$ cat src/rtl/lcdsp_pkg.sv
// Shared types and mode codes for the serial LCD host port.
// Assumes 3-bit mode codes sent most significant bit first.
package lcdsp_pkg;
    localparam logic [2:0] ID_CMD   = 3'b100;
    localparam logic [2:0] ID_STORE = 3'b101;
    localparam logic [2:0] ID_FETCH = 3'b110;
    localparam logic [2:0] ID_RMW   = 3'b111;

    typedef enum logic [2:0] {
        ST_ID, ST_ADDR, ST_CMD, ST_WR, ST_RD, ST_RMW_RD, ST_RMW_WR, ST_IGN
    } sp_state_t;

    typedef enum logic [1:0] {
        M_STORE, M_FETCH, M_RMW
    } sp_mode_t;
endpackage

$ cat src/rtl/lcdsp_sync.sv
// Multi-bit level synchroniser: STAGES flops per bit into clk domain.
// Assumes each bit is an independent, slowly changing level.
module lcdsp_sync #(
    parameter int N = 4,
    parameter int STAGES = 2,
    parameter logic [N-1:0] RST_VAL = '1
) (
    input  logic         clk,
    input  logic         rst_n,
    input  logic [N-1:0] d,
    output logic [N-1:0] q
);
    logic [N-1:0] chain [STAGES];

    // First stage captures the asynchronous inputs.
    always_ff @(posedge clk) begin
        if (!rst_n) chain[0] <= RST_VAL;
        else        chain[0] <= d;
    end

    for (genvar s = 1; s < STAGES; s++) begin : g_stage
        // Further stages settle metastability.
        always_ff @(posedge clk) begin
            if (!rst_n) chain[s] <= RST_VAL;
            else        chain[s] <= chain[s-1];
        end
    end

    assign q = chain[STAGES-1];
endmodule

$ cat src/rtl/lcdsp_edge.sv
// Single-bit edge detector on a synchronised level; RISE picks the edge.
// Assumes the level idles high (strobes are active low).
module lcdsp_edge #(
    parameter bit RISE = 1'b1
) (
    input  logic clk,
    input  logic rst_n,
    input  logic lvl,
    output logic pulse
);
    logic prev;

    // Remember last level for comparison.
    always_ff @(posedge clk) begin
        if (!rst_n) prev <= 1'b1;
        else        prev <= lvl;
    end

    if (RISE) begin : g_rise
        assign pulse = lvl & ~prev;
    end else begin : g_fall
        assign pulse = ~lvl & prev;
    end
endmodule

$ cat src/rtl/lcdsp_ram.sv
// Display memory: one write port, one sequencer read port, one scan port.
// Assumes reads are combinational and the write is synchronous.
module lcdsp_ram #(
    parameter int AW = 5,
    parameter int DW = 4
) (
    input  logic          clk,
    input  logic          rst_n,
    input  logic          we,
    input  logic [AW-1:0] addr,
    input  logic [DW-1:0] wdata,
    output logic [DW-1:0] rdata,
    input  logic [AW-1:0] scan_addr,
    output logic [DW-1:0] scan_data
);
    localparam int DEPTH = 1 << AW;
    logic [DW-1:0] mem [DEPTH];

    // Clear on reset, otherwise store on write enable.
    always_ff @(posedge clk) begin
        if (!rst_n) begin
            for (int i = 0; i < DEPTH; i++) mem[i] <= '0;
        end else if (we) begin
            mem[addr] <= wdata;
        end
    end

    assign rdata     = mem[addr];
    assign scan_data = mem[scan_addr];
endmodule

$ cat src/rtl/lcdsp_seq.sv
// Protocol sequencer: decodes the mode code, address, commands and nibbles.
// Assumes strobe events are single-cycle pulses in the clk domain and that
// cs_hi is the synchronised deselect level.
module lcdsp_seq
    import lcdsp_pkg::*;
#(
    parameter int AW = 5,
    parameter int DW = 4,
    parameter int CW = 8
) (
    input  logic          clk,
    input  logic          rst_n,
    input  logic          cs_hi,
    input  logic          wr_rise,
    input  logic          rd_fall,
    input  logic          din,
    input  logic [DW-1:0] ram_rdata,
    output logic          ram_we,
    output logic [AW-1:0] ram_addr,
    output logic [DW-1:0] ram_wdata,
    output logic          data_out,
    output logic          data_oe,
    output logic          cmd_valid,
    output logic [CW-1:0] cmd_code
);
    localparam int ADDR_BITS = AW + 1;
    localparam int BC_W      = $clog2(CW + 2);
    localparam logic [BC_W-1:0] ID_LAST   = BC_W'(2);
    localparam logic [BC_W-1:0] ADDR_LAST = BC_W'(ADDR_BITS - 1);
    localparam logic [BC_W-1:0] CMD_LAST  = BC_W'(CW);
    localparam logic [BC_W-1:0] NIB_LAST  = BC_W'(DW - 1);

    sp_state_t       state;
    sp_mode_t        mode;
    logic [BC_W-1:0] bcnt;
    logic [CW-1:0]   sh;
    logic [DW-1:0]   wbuf;
    logic [2:0]      id_word;
    logic [DW-1:0]   nib_next;

    assign id_word  = {sh[1:0], din};
    assign nib_next = {din, wbuf[DW-1:1]};

    // Main protocol state machine.
    always_ff @(posedge clk) begin
        if (!rst_n) begin
            state     <= ST_ID;
            mode      <= M_STORE;
            bcnt      <= '0;
            sh        <= '0;
            wbuf      <= '0;
            ram_we    <= 1'b0;
            ram_addr  <= '0;
            ram_wdata <= '0;
            data_out  <= 1'b0;
            data_oe   <= 1'b0;
            cmd_valid <= 1'b0;
            cmd_code  <= '0;
        end else begin
            cmd_valid <= 1'b0;
            ram_we    <= 1'b0;
            if (ram_we) ram_addr <= ram_addr + 1'b1;
            if (cs_hi) begin
                state   <= ST_ID;
                bcnt    <= '0;
                data_oe <= 1'b0;
            end else begin
                case (state)
                    ST_ID: if (wr_rise) begin
                        sh   <= {sh[CW-2:0], din};
                        bcnt <= bcnt + 1'b1;
                        if (bcnt == ID_LAST) begin
                            bcnt <= '0;
                            case (id_word)
                                ID_CMD:   state <= ST_CMD;
                                ID_STORE: begin state <= ST_ADDR; mode <= M_STORE; end
                                ID_FETCH: begin state <= ST_ADDR; mode <= M_FETCH; end
                                ID_RMW:   begin state <= ST_ADDR; mode <= M_RMW;   end
                                default:  state <= ST_IGN;
                            endcase
                        end
                    end
                    ST_ADDR: if (wr_rise) begin
                        sh   <= {sh[CW-2:0], din};
                        bcnt <= bcnt + 1'b1;
                        if (bcnt == ADDR_LAST) begin
                            bcnt     <= '0;
                            ram_addr <= {sh[AW-2:0], din};
                            case (mode)
                                M_STORE: state <= ST_WR;
                                M_FETCH: begin state <= ST_RD;     data_oe <= 1'b1; end
                                default: begin state <= ST_RMW_RD; data_oe <= 1'b1; end
                            endcase
                        end
                    end
                    ST_CMD: if (wr_rise) begin
                        sh   <= {sh[CW-2:0], din};
                        bcnt <= bcnt + 1'b1;
                        if (bcnt == CMD_LAST) begin
                            bcnt      <= '0;
                            cmd_code  <= sh;
                            cmd_valid <= 1'b1;
                        end
                    end
                    ST_WR, ST_RMW_WR: if (wr_rise) begin
                        wbuf <= nib_next;
                        bcnt <= bcnt + 1'b1;
                        if (bcnt == NIB_LAST) begin
                            bcnt      <= '0;
                            ram_wdata <= nib_next;
                            ram_we    <= 1'b1;
                            if (state == ST_RMW_WR) begin
                                state   <= ST_RMW_RD;
                                data_oe <= 1'b1;
                            end
                        end
                    end
                    ST_RD, ST_RMW_RD: if (rd_fall) begin
                        data_out <= ram_rdata[bcnt[$clog2(DW)-1:0]];
                        bcnt     <= bcnt + 1'b1;
                        if (bcnt == NIB_LAST) begin
                            bcnt <= '0;
                            if (state == ST_RD) begin
                                ram_addr <= ram_addr + 1'b1;
                            end else begin
                                state   <= ST_RMW_WR;
                                data_oe <= 1'b0;
                            end
                        end
                    end
                    default: ;
                endcase
            end
        end
    end
endmodule

$ cat src/rtl/lcd_serial_if.sv
// Top: serial host port plus 32x4 display memory for a segment LCD.
// Assumes host strobes hold each level for several clk periods.
module lcd_serial_if #(
    parameter int AW = 5,
    parameter int DW = 4,
    parameter int CW = 8,
    parameter int SYNC_STAGES = 2
) (
    input  logic          clk,
    input  logic          rst_n,
    input  logic          cs_n,
    input  logic          wr_n,
    input  logic          rd_n,
    input  logic          data_in,
    output logic          data_out,
    output logic          data_oe,
    output logic          cmd_valid,
    output logic [CW-1:0] cmd_code,
    input  logic [AW-1:0] scan_addr,
    output logic [DW-1:0] scan_data
);
    localparam int NSYNC = 4;

    logic [NSYNC-1:0] lv;
    logic             wr_rise, rd_fall;
    logic             ram_we;
    logic [AW-1:0]    ram_addr;
    logic [DW-1:0]    ram_wdata, ram_rdata;

    lcdsp_sync #(.N(NSYNC), .STAGES(SYNC_STAGES), .RST_VAL(4'b1110)) u_sync (
        .clk(clk), .rst_n(rst_n),
        .d({cs_n, wr_n, rd_n, data_in}), .q(lv)
    );

    lcdsp_edge #(.RISE(1'b1)) u_wr_edge (
        .clk(clk), .rst_n(rst_n), .lvl(lv[2]), .pulse(wr_rise)
    );

    lcdsp_edge #(.RISE(1'b0)) u_rd_edge (
        .clk(clk), .rst_n(rst_n), .lvl(lv[1]), .pulse(rd_fall)
    );

    lcdsp_seq #(.AW(AW), .DW(DW), .CW(CW)) u_seq (
        .clk(clk), .rst_n(rst_n), .cs_hi(lv[3]),
        .wr_rise(wr_rise), .rd_fall(rd_fall), .din(lv[0]),
        .ram_rdata(ram_rdata), .ram_we(ram_we), .ram_addr(ram_addr),
        .ram_wdata(ram_wdata), .data_out(data_out), .data_oe(data_oe),
        .cmd_valid(cmd_valid), .cmd_code(cmd_code)
    );

    lcdsp_ram #(.AW(AW), .DW(DW)) u_ram (
        .clk(clk), .rst_n(rst_n), .we(ram_we), .addr(ram_addr),
        .wdata(ram_wdata), .rdata(ram_rdata),
        .scan_addr(scan_addr), .scan_data(scan_data)
    );
endmodule

$ cat config.mk
export PLATFORM = sky130hd
export DESIGN_NAME = lcd_serial_if
export DESIGN_NICKNAME = d
export VERILOG_FILES = /design/src/rtl/lcdsp_pkg.sv /design/src/rtl/lcdsp_sync.sv /design/src/rtl/lcdsp_edge.sv /design/src/rtl/lcdsp_ram.sv /design/src/rtl/lcdsp_seq.sv /design/src/rtl/lcd_serial_if.sv
export SDC_FILE = /design/constraint.sdc
export NUM_CORES = 1
export LEC_CHECK = 0
export ABC_AREA = 1
export BUFFER_PORTS_ARGS = -buffer_cell sky130_fd_sc_hd__buf_2
export CAP_MARGIN = 20
export CELL_PAD_IN_SITES_DETAIL_PLACEMENT = 1
export CELL_PAD_IN_SITES_GLOBAL_PLACEMENT = 1
export CORE_ASPECT_RATIO = 1.1
export CORE_MARGIN = 1
export CORE_UTILIZATION = 50
export DETAILED_ROUTE_END_ITERATION = 8
export PLACE_DENSITY = 0.89
export SYNTH_ARGS = -nofsm -noshare
export SYNTH_HDL_FRONTEND = slang
export SYNTH_HIERARCHICAL = 1
export SYNTH_SLANG_ARGS = --single-unit
$ cat constraint.sdc
create_clock -name clk -period 6.12 [get_ports clk]
set_clock_uncertainty 0.2 [all_clocks]
set_input_delay 0 -clock clk [delete_from_list [all_inputs] [get_ports clk]]
set_output_delay 0 -clock clk [all_outputs]
set_load 0.02 [all_outputs]
# Word level (Yosys, flattened, before mapping)
# Memory sizes are Yosys's and may differ from the RTL's. A register that Yosys moved wholly into a read port is not among the register bits.
# Cells that the tools add are included.
# Widths: inputs -> output; s select.
[word_totals]
mem_count = 2
wordCells = 137
input_bits = 11
ram_bits = 136
regBits = 44
output_inout_bits = 15
[classes]
bitwise_logic = 11
n_addsub = 2
n_eq_ne = 27
n_lt_le_gt_ge = 1
reduce_logical = 23
n_mux = 57
[memory_table]
columns = ["name", "depth", "width", "rd", "rd_clocked_by_memory_dff", "write_ports", "line_no", "source"]
rows = [
  ["u_ram.mem", 32, 4, 2, 1, 32, "lcdsp_ram.sv:17", "logic [DW-1:0] mem [DEPTH];"],
  ["u_sync.chain", 2, 4, 2, 0, 2, "lcdsp_sync.sv:13", "logic [N-1:0] chain [STAGES];"],
]
[ops]
columns = ["op", "count"]
rows = [
  ["$mux 4", 12],
  ["$mux 5", 9],
  ["$mux 3", 10],
  ["$eq 3x3->1 const B", 7],
  ["$pmux 4 s5", 1],
  ["$mux 1", 18],
  ["$ne 2x1->1 const B", 9],
  ["$pmux 3 s2", 2],
  ["$pmux 3 s4", 1],
  ["$reduce_or 4->1", 3],
  ["$reduce_and 11->1", 1],
  ["$pmux 5 s2", 1],
  ["$reduce_and 10->1", 1],
  ["$reduce_and 3->1", 3],
  ["$eq 4x2->1 const B", 2],
  ["$reduce_and 4->1", 2],
  ["$not 1->1", 7],
  ["$eq 3x2->1 const B", 2],
  ["$ne 2x2->1 const B", 3],
  ["$pmux 2 s3", 1],
  ["$reduce_and 6->1", 1],
  ["$reduce_bool 3->1", 2],
  ["$reduce_or 2->1", 3],
  ["$reduce_or 3->1", 2],
  ["other kinds (16)", 18],
]

# Logic depth before layout (Yosys ltp)
[logic_depth]
depth_word = 8
depth_mapped = 13
depth_no_buf = 11

# Cells and area by module
# Netlist, hierarchy kept.
[by_module_without_submodules]
columns = ["mod", "area_each_um2", "n_inst", "cells_per_inst", "seq_area_each_um2"]
rows = [
  ["lcdsp_ram", 7086.8, 1, 907, 3843.7],
  ["lcdsp_seq", 2416.1, 1, 357, 820.8],
  ["lcdsp_sync", 225.2, 1, 25, 160.2],
  ["lcdsp_edge at u_rd_edge", 35.0, 1, 5, 20.0],
  ["lcdsp_edge at u_wr_edge", 33.8, 1, 4, 20.0],
]

# Worst setup path before layout
# No wires, ideal clock.
[synth_timing]
path_type = "register to register"
start = "reg u_seq/ram_addr[0] (netlist name)"
end = "reg u_seq.data_out"
required_ps = 5850
n_path_buf = 3
period_less_slack_ps = 2071
path_stages_with_launch = 13
arrival_time_ps = 1801
setup_time_ps = 70
path_slack_ps = 4049
cell_sequence = "dfxtp_1 -> buf_2 -> buf_2 -> clkbuf_1 -> nand3_1 -> nand4_1 -> nand2_1 -> nand2_1 -> nor2_1 -> nand2_1 -> nand2_1 -> a32o_1 -> a21oi_1"
[synth_rtl]
columns = ["item", "line_no", "source"]
rows = [
  ["to (signal assigned)", "lcdsp_seq.sv:119", "data_out <= ram_rdata[bcnt[$clog2(DW)-1:0]];"],
  ["to (decl)", "lcdsp_seq.sv:21", "output logic data_out,"],
]

==> impl_metrics.yaml <==
critical_path:
  worst-setup-path-type: "reg -> reg"
  cp.required_ns: 6.05
  cp-end-kind: "flip-flop"
  arrival_ns: 3.27
  slowest_delay_ns: 1.02
  crit_slowest_cell: "nor3_2"
  cp_common_cell: "nand2_1"
  critical_path.max_fanout: 40
  cp-start-kind: "flip-flop"
  path_cells: "buf_4, inv_2, nor3_2, nand2_1, nand2_1"
route:
  vias: 9109
  routed_via_density: 5.873
  avgRoutedWirePerCell_um: 19.91
  ant_nets: 0
  drtPass1Iterations: 6
  drc: 0
  totalWireLength_um: 30890
  drt_iter0_markers: 869
clock_tree:
  insertion_delay_ns: 0.43
  cts_root_buf: "clkbuf_16"
  cts_tree: "done"
  cts_buffers: 17
  path_clk_slew_ns: 0.07
  h-tree-depth: 4
  clkSinkCount: 179
  cts_resized: 0
  clk_path_buf_depth: 2
placement:
  place_congestion: 0.8935
  port_buffers: 25
  post-place-ws_ns: 2.896
  placed_area_sq_mm: 0.01001
  dpl.hpwl_um: 20750
power:
  p_per_area_mw_per_mm2: 240.9
  cellLeakagePower_nw: 4.261
  ir_worst_vdd_uv: 178.6
  p_total_w: 0.002564
synth:
  synth_edf_count: 128
  synth.distinct_cells: 38
  syn_area_sq_mm: 0.009797
  synthFlopType: "edfxtp_1"
  yosys_warnings: 6
  synth_seq_cells: 179
  synth_cells: 1298
  synth_nets: 1314
  synth-async-reset-ratio_pct: 0
  synth-seq-area-share_pct: 49.66
  syn_area_per_cell_sq_um: 7.548
sta:
  fin_crit_ns: 3.341
  finalMaxSlewViolations: 0
  relSlewSlack_pct: 22.85
  max_freq_mhz: 299.3
  fin_crit_sh_pct: 54.60
  hold_violations: 0
  hold_slack_ns: 0.03128
  setup_ws_ns: 2.779
  tightest_slew_ns: 1.151
  setup_viol: 0
  finalSetupTns_ns: 0
  rsz0062_at_grt: "false"
global_route:
  grt_overflow: 0
  track_usage_pct: 32.19
  antenna_found_initial: 0
  grt_first_pass_wirelength_um: 49160
  grt_max_degree: 67
  grt_pass1_vias: 9307
cells_and_area:
  final_cell_mix: "458 x nand2_1, 202 x nor2_1, 185 x nand3_1, 128 x edfxtp_1, 50 x dfxtp_1"
  syn_to_final_growth_pct: 8.659
  n_antenna_cell: 0
  final_common_cell: "nand2_1"
  finalInstanceArea_sq_mm: 0.01065
  nets: 1307
  drive_gt1_share_pct: 8.512
hold_path:
  min_path_type: "in -> reg"
floorplan:
  dieWidth_um: 135.5
  row_count: 53
  dieArea_sq_mm: 0.02016
  start_util_pct: 51.12
  pin_count: 26
  core_sq_mm: 0.01916
  die_height_um: 148.8
flow_run:
  maxCapViolCount: 0
run_status:
  status: "complete, no violations"
==> stage by stage <==
step | util (%) | std cells
6_report | 55.55 | 1551
5_1_grt | 55.55 | 1551
4_1_cts | 55.30 | 1547
3_5_place_dp | 52.24 | 1511
3_3_place_gp | 52.24 | 1511
2_1_floorplan | - | 1298
==> metal layers <==
layer	part of all wire, %	wire, um	GRT usage, %	up-vias
li1	-	-	-	4268
met3	6.4	1970	4.689	87
met5	0	0	0	-
met4	3.1	957	12.58	0
met1	40	12400	39.42	4400
met2	50	15560	56.79	354
==> worst max-delay path, delay by kind of cell (launching register included) <==
kind                   cells  cell delay (ns)
and+or+nand+nor            3             1.63
buffers and inverters      2             0.88
DFF                        1             0.31
==> sequential cells by signal (all words and copies together), names as in the netlist <==
register and cells:
u_ram/mem 128, u_seq/cmd_code 8, u_seq/sh 8, u_sync/chain 8, u_seq/ram_addr 5, u_seq/bcnt 4, u_seq/ram_wdata 4, u_seq/state 3
u_seq/wbuf 3, u_seq/mode 2, u_rd_edge/prev 1, u_seq/cmd_valid 1, u_seq/data_oe 1, u_seq/data_out 1, u_seq/ram_we 1, u_wr_edge/prev 1
==> what timing repair did <==
| action | in CTS | in global routing |
|---|---|---|
| setup buffers | 0 | 0 |
| hold endpoints to repair | 4 | 0 |
| hold buffers | 4 | 0 |
| endpoints found under the setup margin | 0 | 0 |
==> layout make-up <==
class,count,area (sq um)
Clock inverter,11,76.32
Sequential cell,179,4866
Fill cell,2441,8519
Timing Repair Buffer,44,294.0
Inverter,59,236.5
Tap cell,247,309.0
Multi-Input combinational cell,990,4393
Clock buffer,21,470.5
==> synthesized netlist by cell type, drive strengths merged (3+ instances only) <==
master	count	area, sq um
nand4	39	259.0
dfxtp	51	1021
nand3	188	970.9
xor2	3	26.28
o21ai	35	175.2
edfxtp	128	3844
buf	26	147.6
nand2	467	1785
inv	58	227.7
nor3	12	70.07
ha	5	62.56
a21oi	19	95.09
clkbuf	44	165.2
nor2	214	875.8
==> where the power goes <==
| part | switching (W) | internal [W] | leakage [nW] |
|---|---|---|---|
| Combinational | 0.000118 | 0.0000492 | 2.35 |
| Clock | 0.000468 | 0.000553 | 0.278 |
| Sequential | 0.0000341 | 0.00134 | 1.63 |
==> worst paths after layout <==
check                     startpoint            endpoint  slack (ns)  cells past startpoint
setup / recovery   u_seq/ram_addr[1]     u_ram/mem[2][0]        2.78                      5
hold / removal                 rst_n  u_sync/chain[0][3]        0.03                      3
setup reg to reg   u_seq/ram_addr[1]     u_ram/mem[2][0]        2.78                      5
hold reg to reg   u_sync/chain[0][2]  u_sync/chain[1][2]        0.21                      2
==> cell families (layout without fill, tap and decap cells) <==
family	Yosys count	after routing	share of synthesized area, %
xor gates and xnor gates	4	4	0.3577
buffers and inverters	129	135	5.607
AOI/OAI and AO/OA	59	59	3.180
DFF	179	179	49.66
adders and majority gates	5	5	0.6386
and+or+nand+nor	922	922	40.56
Note: power is estimated with default switching activity, not from simulation.
